`src/rtl/bit_permute_unit.sv`:
```
module bit_permute_unit #(
  parameter bit REG_OUT = 1'b1
) (
  input  logic        clk,
  input  logic        rst_n,
  input  logic [2:0]  op_sel,
  input  logic [31:0] src,
  input  logic [31:0] opb,
  input  logic [4:0]  pos,
  input  logic [5:0]  size,
  input  logic [4:0]  shamt,
  output logic [31:0] result,
  output logic        field_err
);
  localparam int W = 32;

  logic [4:0]   rot_amt;
  logic [2*W-1:0] rot_wide;
  logic [W:0]   ones_wide;
  logic [W-1:0] fmask, ins_mask, nxt;
  logic [6:0]   field_end;
  logic         is_field, err_nxt;

  assign rot_amt   = (op_sel == 3'd1) ? opb[4:0] : shamt;
  assign rot_wide  = {src, src} >> rot_amt;
  assign ones_wide = ({{W{1'b0}}, 1'b1} << size) - {{W{1'b0}}, 1'b1};
  assign fmask     = ones_wide[W-1:0];
  assign ins_mask  = fmask << pos;
  assign field_end = {2'b00, pos} + {1'b0, size};
  assign is_field  = (op_sel == 3'd2) || (op_sel == 3'd3);
  assign err_nxt   = is_field && (field_end > 7'd32);

  always_comb begin
    case (op_sel)
      3'd0, 3'd1: nxt = rot_wide[W-1:0];
      3'd2:       nxt = (src >> pos) & fmask;
      3'd3:       nxt = (opb & ~ins_mask) | ((src << pos) & ins_mask);
      3'd4:       nxt = {src[23:16], src[31:24], src[7:0], src[15:8]};
      3'd5:       nxt = {{24{src[7]}}, src[7:0]};
      3'd6:       nxt = {{16{src[15]}}, src[15:0]};
      default:    nxt = src;
    endcase
  end

  generate
    if (REG_OUT) begin : g_reg
      always_ff @(posedge clk or negedge rst_n) begin
        if (!rst_n) begin
          result    <= '0;
          field_err <= 1'b0;
        end else begin
          result    <= nxt;
          field_err <= err_nxt;
        end
      end


      rot_zero_chk: assert property (@(posedge clk) disable iff (!rst_n)
        (op_sel == 3'd0 && shamt == 5'd0) |=> result == $past(src));

      full_extract_chk: assert property (@(posedge clk) disable iff (!rst_n)
        (op_sel == 3'd2 && pos == 5'd0 && size == 6'd32) |=> result == $past(src));

      field_err_chk: assert property (@(posedge clk) disable iff (!rst_n)
        (op_sel[2] || op_sel[1:0] == 2'b00 || op_sel[1:0] == 2'b01) |=> !field_err);

      bswap_chk: assert property (@(posedge clk) disable iff (!rst_n)
        (op_sel == 3'd4) |=> (result[15:8] == $past(src[7:0])
                              && result[31:24] == $past(src[23:16])));

      sext_byte_chk: assert property (@(posedge clk) disable iff (!rst_n)
        (op_sel == 3'd5) |=> (result[31:8] == {24{$past(src[7])}}));

      sext_half_chk: assert property (@(posedge clk) disable iff (!rst_n)
        (op_sel == 3'd6) |=> (result[31:16] == {16{$past(src[15])}}));

      pass_chk: assert property (@(posedge clk) disable iff (!rst_n)
        (op_sel == 3'd7) |=> result == $past(src));
    end else begin : g_comb
      assign result    = nxt;
      assign field_err = err_nxt;
    end
  endgenerate
endmodule

```
`config.mk`:
```
export PLATFORM = sky130hd
export DESIGN_NAME = bit_permute_unit
export DESIGN_NICKNAME = d
export VERILOG_FILES = /design/src/rtl/bit_permute_unit.sv
export SDC_FILE = /design/constraint.sdc
export NUM_CORES = 1
export LEC_CHECK = 0
export BUFFER_PORTS_ARGS = -buffer_cell sky130_fd_sc_hd__buf_2
export CELL_PAD_IN_SITES_DETAIL_PLACEMENT = 1
export CELL_PAD_IN_SITES_GLOBAL_PLACEMENT = 2
export CORE_ASPECT_RATIO = 0.75
export CORE_MARGIN = 1
export CORE_UTILIZATION = 23
export CTS_BUF_LIST = sky130_fd_sc_hd__clkbuf_4
export CTS_CLUSTER_SIZE = 30
export DETAILED_ROUTE_END_ITERATION = 10
export PLACE_DENSITY_LB_ADDON = 0.1
export SLEW_MARGIN = 0
export SYNTH_ARGS = -nofsm -noshare
export SYNTH_HDL_FRONTEND = slang
export SYNTH_SLANG_ARGS = --single-unit
```
`constraint.sdc`:
```
create_clock -name clk -period 0.8 [get_ports clk]
set_clock_uncertainty 0.15 [all_clocks]
set_input_delay 0.08 -clock clk [delete_from_list [all_inputs] [get_ports clk]]
set_output_delay 0.08 -clock clk [all_outputs]
set_load 0.05 [all_outputs]
```
Word level (Yosys, flattened, before mapping)
Index checks and enable logic that the tools add are counted.
Operators by class
  bitwise operators: 5
  equality and inequality tests: 6
  add/sub/neg operators: 2
  shifts and indexed selects: 5
  mux-type cells: 2
  order comparisons: 1
  reductions and logical operators: 4
Operators with widths (number)
  case mux 32 bit (6 select lines): 1
  bitwise AND 32 bit: 3
  left shift 32 x 5 -> 32 bit: 2
  >> shifter 64 x 5 -> 32 bit: 1
  inverter 32 bit: 1
  bitwise OR 32 bit: 1
  left shift 1 x 6 -> 32 bit (first input constant): 1
  >> shifter 32 x 5 -> 32 bit: 1
  subtractor 32 x 1 -> 32 bit (second input constant): 1
  == test 3 bit (second input constant): 3
  adder 5 x 6 -> 7 bit: 1
  > comparator 7 x 6 -> 1 bit (second input constant): 1
  == test 3 x 2 -> 1 bit (second input constant): 2
  2-to-1 mux 5 bit: 1
  == test 3 x 1 -> 1 bit (second input constant): 1
  zero test 3 bit: 1
  OR reduction 2 bit: 1
  logical AND 1 bit: 1
  logical OR 1 bit: 1
Storage, ports and cells
  bits in registers: 33
  output and inout bits: 33
  logic and storage cells: 27
  input bits: 85

Longest topological paths before layout
  depth after elaboration: 7
  depth in mapped cells: 18
  depth with buffers taken out: 13

Worst setup path after synthesis
No wires, ideal clock.
  path kind: input port to flip-flop
  start: input size[3]
  end: register result[28]
  stages on the path: 16
  data arrival time: 3319 ps
  path slack: -2793 ps
  path buffers: 7
  library setup time: 124 ps
  cell sequence: buf_4 -> buf_6 -> buf_4 -> clkbuf_1 -> nand3b_1 -> ha_1 -> buf_2 -> buf_2 -> clkbuf_1 -> o221ai_1 -> nand3_1 -> a222oi_1 -> mux2_2 -> a221oi_1 -> mux2_1 -> a211o_1
On the way
  word-level cells in the longest chain between the ends: 7
RTL lines
  start: declaration: RTL line 10  | input logic [5:0] size,
  left shift 1 x 6 -> 32 bit (*): RTL line 26  | assign ones_wide = ({{W{1'b0}}, 1'b1} << size) - {{W{1'b0}}, 1'b1};
  subtractor 32 x 1 -> 32 bit (*): RTL line 26
  left shift 32 x 5 -> 32 bit: RTL line 28  | assign ins_mask = fmask << pos;
  inverter 32 bit: RTL line 37  | 3'd3: nxt = (opb & ~ins_mask) | ((src << pos) & ins_mask);
  bitwise AND 32 bit: RTL line 37
  bitwise OR 32 bit: RTL line 37
  case mux 32 bit (6 select lines) (*): RTL line 34  | case (op_sel)
  net nxt[28]: RTL line 20  | logic [W-1:0] fmask, ins_mask, nxt;
  end signal: assignment: RTL line 52  | result <= nxt;
  end: declaration: RTL line 12  | output logic [31:0] result,
Mark *: on every way through the listed nets, which the timed path passes. The rest lies on a longest branch.

Worst setup path in the final report
  start: input size[5]
  end: register result[31]
Same word-level chain as after synthesis.

==> flow_summary.ini <==
[cells_and_area]
layout.area.seq_um2 = 866
area_occupied_by_multi_input_gates_um2 = 10300
fill_cells = 5259
layout.cells.most_common_list = sky130_fd_sc_hd__buf_4 (569), sky130_fd_sc_hd__mux2i_1 (172), sky130_fd_sc_hd__nor2_1 (155)
layout_commonest_cell = sky130_fd_sc_hd__buf_4
syn2layout_area_growth_pct = 74.6
finish.utilization_pct = 40.9
finalNonFillerCells = 2571
drive_above_1_share_pct = 54.3
final_net_count = 2075

[setup_path]
worst_ep_arrival_time_ps = 3380
endpoint_kind = flop
crit_fanout = 8
startpoint_type = input pin
crit_type = in2reg
cp_data_required_time_ps = 960

[flow_run]
max_cap_violations = 0

[clocking]
clock_tree.root_cell = sky130_fd_sc_hd__clkbuf_4
cts_inserted_buffers = 5
numClockSinks = 33
cts_h_tree_depth = 2
worst_path_clk_slew_ps = 160
tritoncts_clock_tree = built
ctsLongestPathBuffers = 2
hold_buffers = 2

[sta]
min_period_over_period_pct = 402
unrepaired_setup_endpoints_after_global_routing = true
setup_slack_ps = -2420
fmax_ghz = 0.311
hold_viol = 9
final_period_minus_worst_setup_slack_ps = 3220
report.final.slew_viol_count = 0
timing.final.setup_violations = 66
slew_headroom_pct = 46.5
worst_pin_slew_ps = 797
timing.hold.ws_ps = -103

[global_routing]
grt_antenna_before_repair = 3
globalRouteOverflowTotal = 0
global_route_wire_length_before_repair_mm = 109
grt_util_all_layers_pct = 32.2
grt_pass1_vias = 14800
grt_max_degree = 47

[power_and_ir_drop]
total_leakage_power_uw = 0.00796
p_per_area_nw_per_um2 = 1050
peakVddDrop_mv = 0.840

[synthesis]
synthesis.nets = 1477
netlist_instances = 1385
yosys-top-cells-area = sky130_fd_sc_hd__mux2i_1 (21%), sky130_fd_sc_hd__mux4_2 (10%), sky130_fd_sc_hd__dfrtp_1 (7.9%), sky130_fd_sc_hd__nor2_1 (5.8%), sky130_fd_sc_hd__a21oi_1 (4.7%)
synth.avg_cell_area_um2 = 7.56
yosys.area_share.xor_xnor_pct = 0.418
synth_edf_count = 0
compound_cell_area_share_of_the_yosys_netlist_pct = 29.8
synth_top_family_by_area = multiplexers
yosysTopAreaCellShare_pct = 21.5
post_synth_mux_area_share_pct = 34.9
yosys.area.top_type = sky130_fd_sc_hd__mux2i_1
post_synth_simple_gate_area_pct = 18.2
synthAdderAreaFrac_pct = 0.908
postSynth.asyncResetShare_pct = 100
synth.yosys.seq_area_share_pct = 7.88
dominantRegCellSynth = sky130_fd_sc_hd__dfrtp_1
number_of_flip_flops_and_latches_in_the_synthesized_netlist = 33
synth.distinct_cells = 96
synthesis.area_um2 = 10500
synthesis.yosys.warnings = 0

[hold_path]
holdCritPathClass = in2reg
holdPathStages = 4
hold_end = result[24]
hold_path.startpoint = opb[24]

[routing]
route.vias.total = 14800
drt-wirelength-per-cell_um = 29.8
drtAntennaViolNets = 0
detail_route.first_pass.iterations = 6
routed_wirelength_mm = 76.5
drt_drc_violations_left = 0
via_count_normalized_by_instance_count = 5.78
drtIter0Drc = 1356

[floorplan]
floorplan.die_area_um2 = 46400
initial_utilization_pct = 23.4
die_w_um = 248
placeableCoreArea_um2 = 44800
std_cell_rows = 67
floorplan.io_pins = 118
chipHeight_um = 187

[outcome]
violations = negative hold slack, negative setup slack
outcome = complete, but fails checks

[placement]
numPortBuffers = 117
gp_congestion = 1.00
detailed_placement_hpwl_mm = 62.9
pre_cts_slack_ps = -2880
dp_cells = 2508
[per-layer routing]
metal,vias to the layer above,part of all wire [%],GRT usage [%]
met1,7625,48,49.2
met5,-,0,0
met3,70,7.3,3.47
met2,616,43,48.5
met4,0,1.9,5.57
li1,6538,-,-
[Yosys cell counts, types with 22 or more instances]
| cell type | n |
|---|---|
| sky130_fd_sc_hd__mux2i_1 | 225 |
| sky130_fd_sc_hd__o21ai_0 | 84 |
| sky130_fd_sc_hd__a21oi_1 | 99 |
| sky130_fd_sc_hd__a211oi_1 | 37 |
| sky130_fd_sc_hd__buf_1 | 24 |
| sky130_fd_sc_hd__o22ai_1 | 24 |
| sky130_fd_sc_hd__nor3_1 | 35 |
| sky130_fd_sc_hd__mux4_2 | 47 |
| sky130_fd_sc_hd__mux2_2 | 22 |
| sky130_fd_sc_hd__dfrtp_1 | 33 |
| sky130_fd_sc_hd__clkbuf_1 | 109 |
| sky130_fd_sc_hd__nor2_1 | 163 |
| sky130_fd_sc_hd__nand2_1 | 84 |
[worst max path at each step]
stage | from | to | slack [ps]
global route | size[5] | result[27] | -2420
global placement | size[5] | result[31] | -2880
finish | size[5] | result[31] | -2420
detailed placement | size[5] | result[31] | -2880
floorplan | size[1] | result[28] | -2390
CTS | size[5] | result[27] | -2330
[cells by family after synthesis]
family,after synthesis
AO/OA/AOI/OAI,457
XOR/XNOR,5
adder cells (fa/ha/maj),7
buffers and inverters,189
flip-flops,33
multiplexers,300
AND/OR/NAND/NOR,394
[where the power goes]
part           leakage (uW)  internal (uW)  switching (uW)  total (uW)
clock network     0.0000414            661             797        1460
logic               0.00755           6970            8590       15600
registers          0.000365           1950             166        2120
[cell type report]
cell class / instances / area share, %
Clock inverter: 3 / 0.253
Inverter: 20 / 0.458
Tap cell: 586 / 4.01
Antenna cell: 1 / 0.0137
Timing Repair Buffer: 760 / 34.1
Clock buffer: 5 / 0.205
Sequential cell: 33 / 4.73
Multi-Input combinational cell: 1163 / 56.2
[state kept, by name, summed over array words and instances (netlist names)]
name       count
result        32
field_err      1
[through the flow]
step	area (um^2)	hold WS [ps]	setup TNS [ps]	power [uW]
floorplan	10900	-366	-68560	8620
global placement	16100	-87.6	-85160	15200
detailed placement	16100	-81.7	-86130	15300
CTS	17800	-121	-82560	18400
global route	18300	-84.3	-86620	19800
finish	18300	-103	-84040	19100
[worst max-delay path, cell delays in order]
cell	delay [ps]
sky130_fd_sc_hd__buf_6	90
sky130_fd_sc_hd__or4_4	560
sky130_fd_sc_hd__nor2_4	110
sky130_fd_sc_hd__inv_2	50
sky130_fd_sc_hd__ha_4	220
sky130_fd_sc_hd__buf_6	140
sky130_fd_sc_hd__a2111o_1	440
sky130_fd_sc_hd__buf_6	140
sky130_fd_sc_hd__a31oi_4	190
sky130_fd_sc_hd__o22ai_2	130
sky130_fd_sc_hd__a222oi_1	410
sky130_fd_sc_hd__buf_4	240
sky130_fd_sc_hd__o211ai_1	100
sky130_fd_sc_hd__a31oi_2	300
sky130_fd_sc_hd__o22a_1	170
[repair_timing]
item / in CTS / in global routing
resized for setup: 272 / 81
buffers inserted: 49 / 15
gates cloned: 1 / 0
pin swaps: 57 / 53
setup endpoints to repair: 66 / 66
hold endpoints to repair: 45 / 10
(Power assumes the default switching activity.)
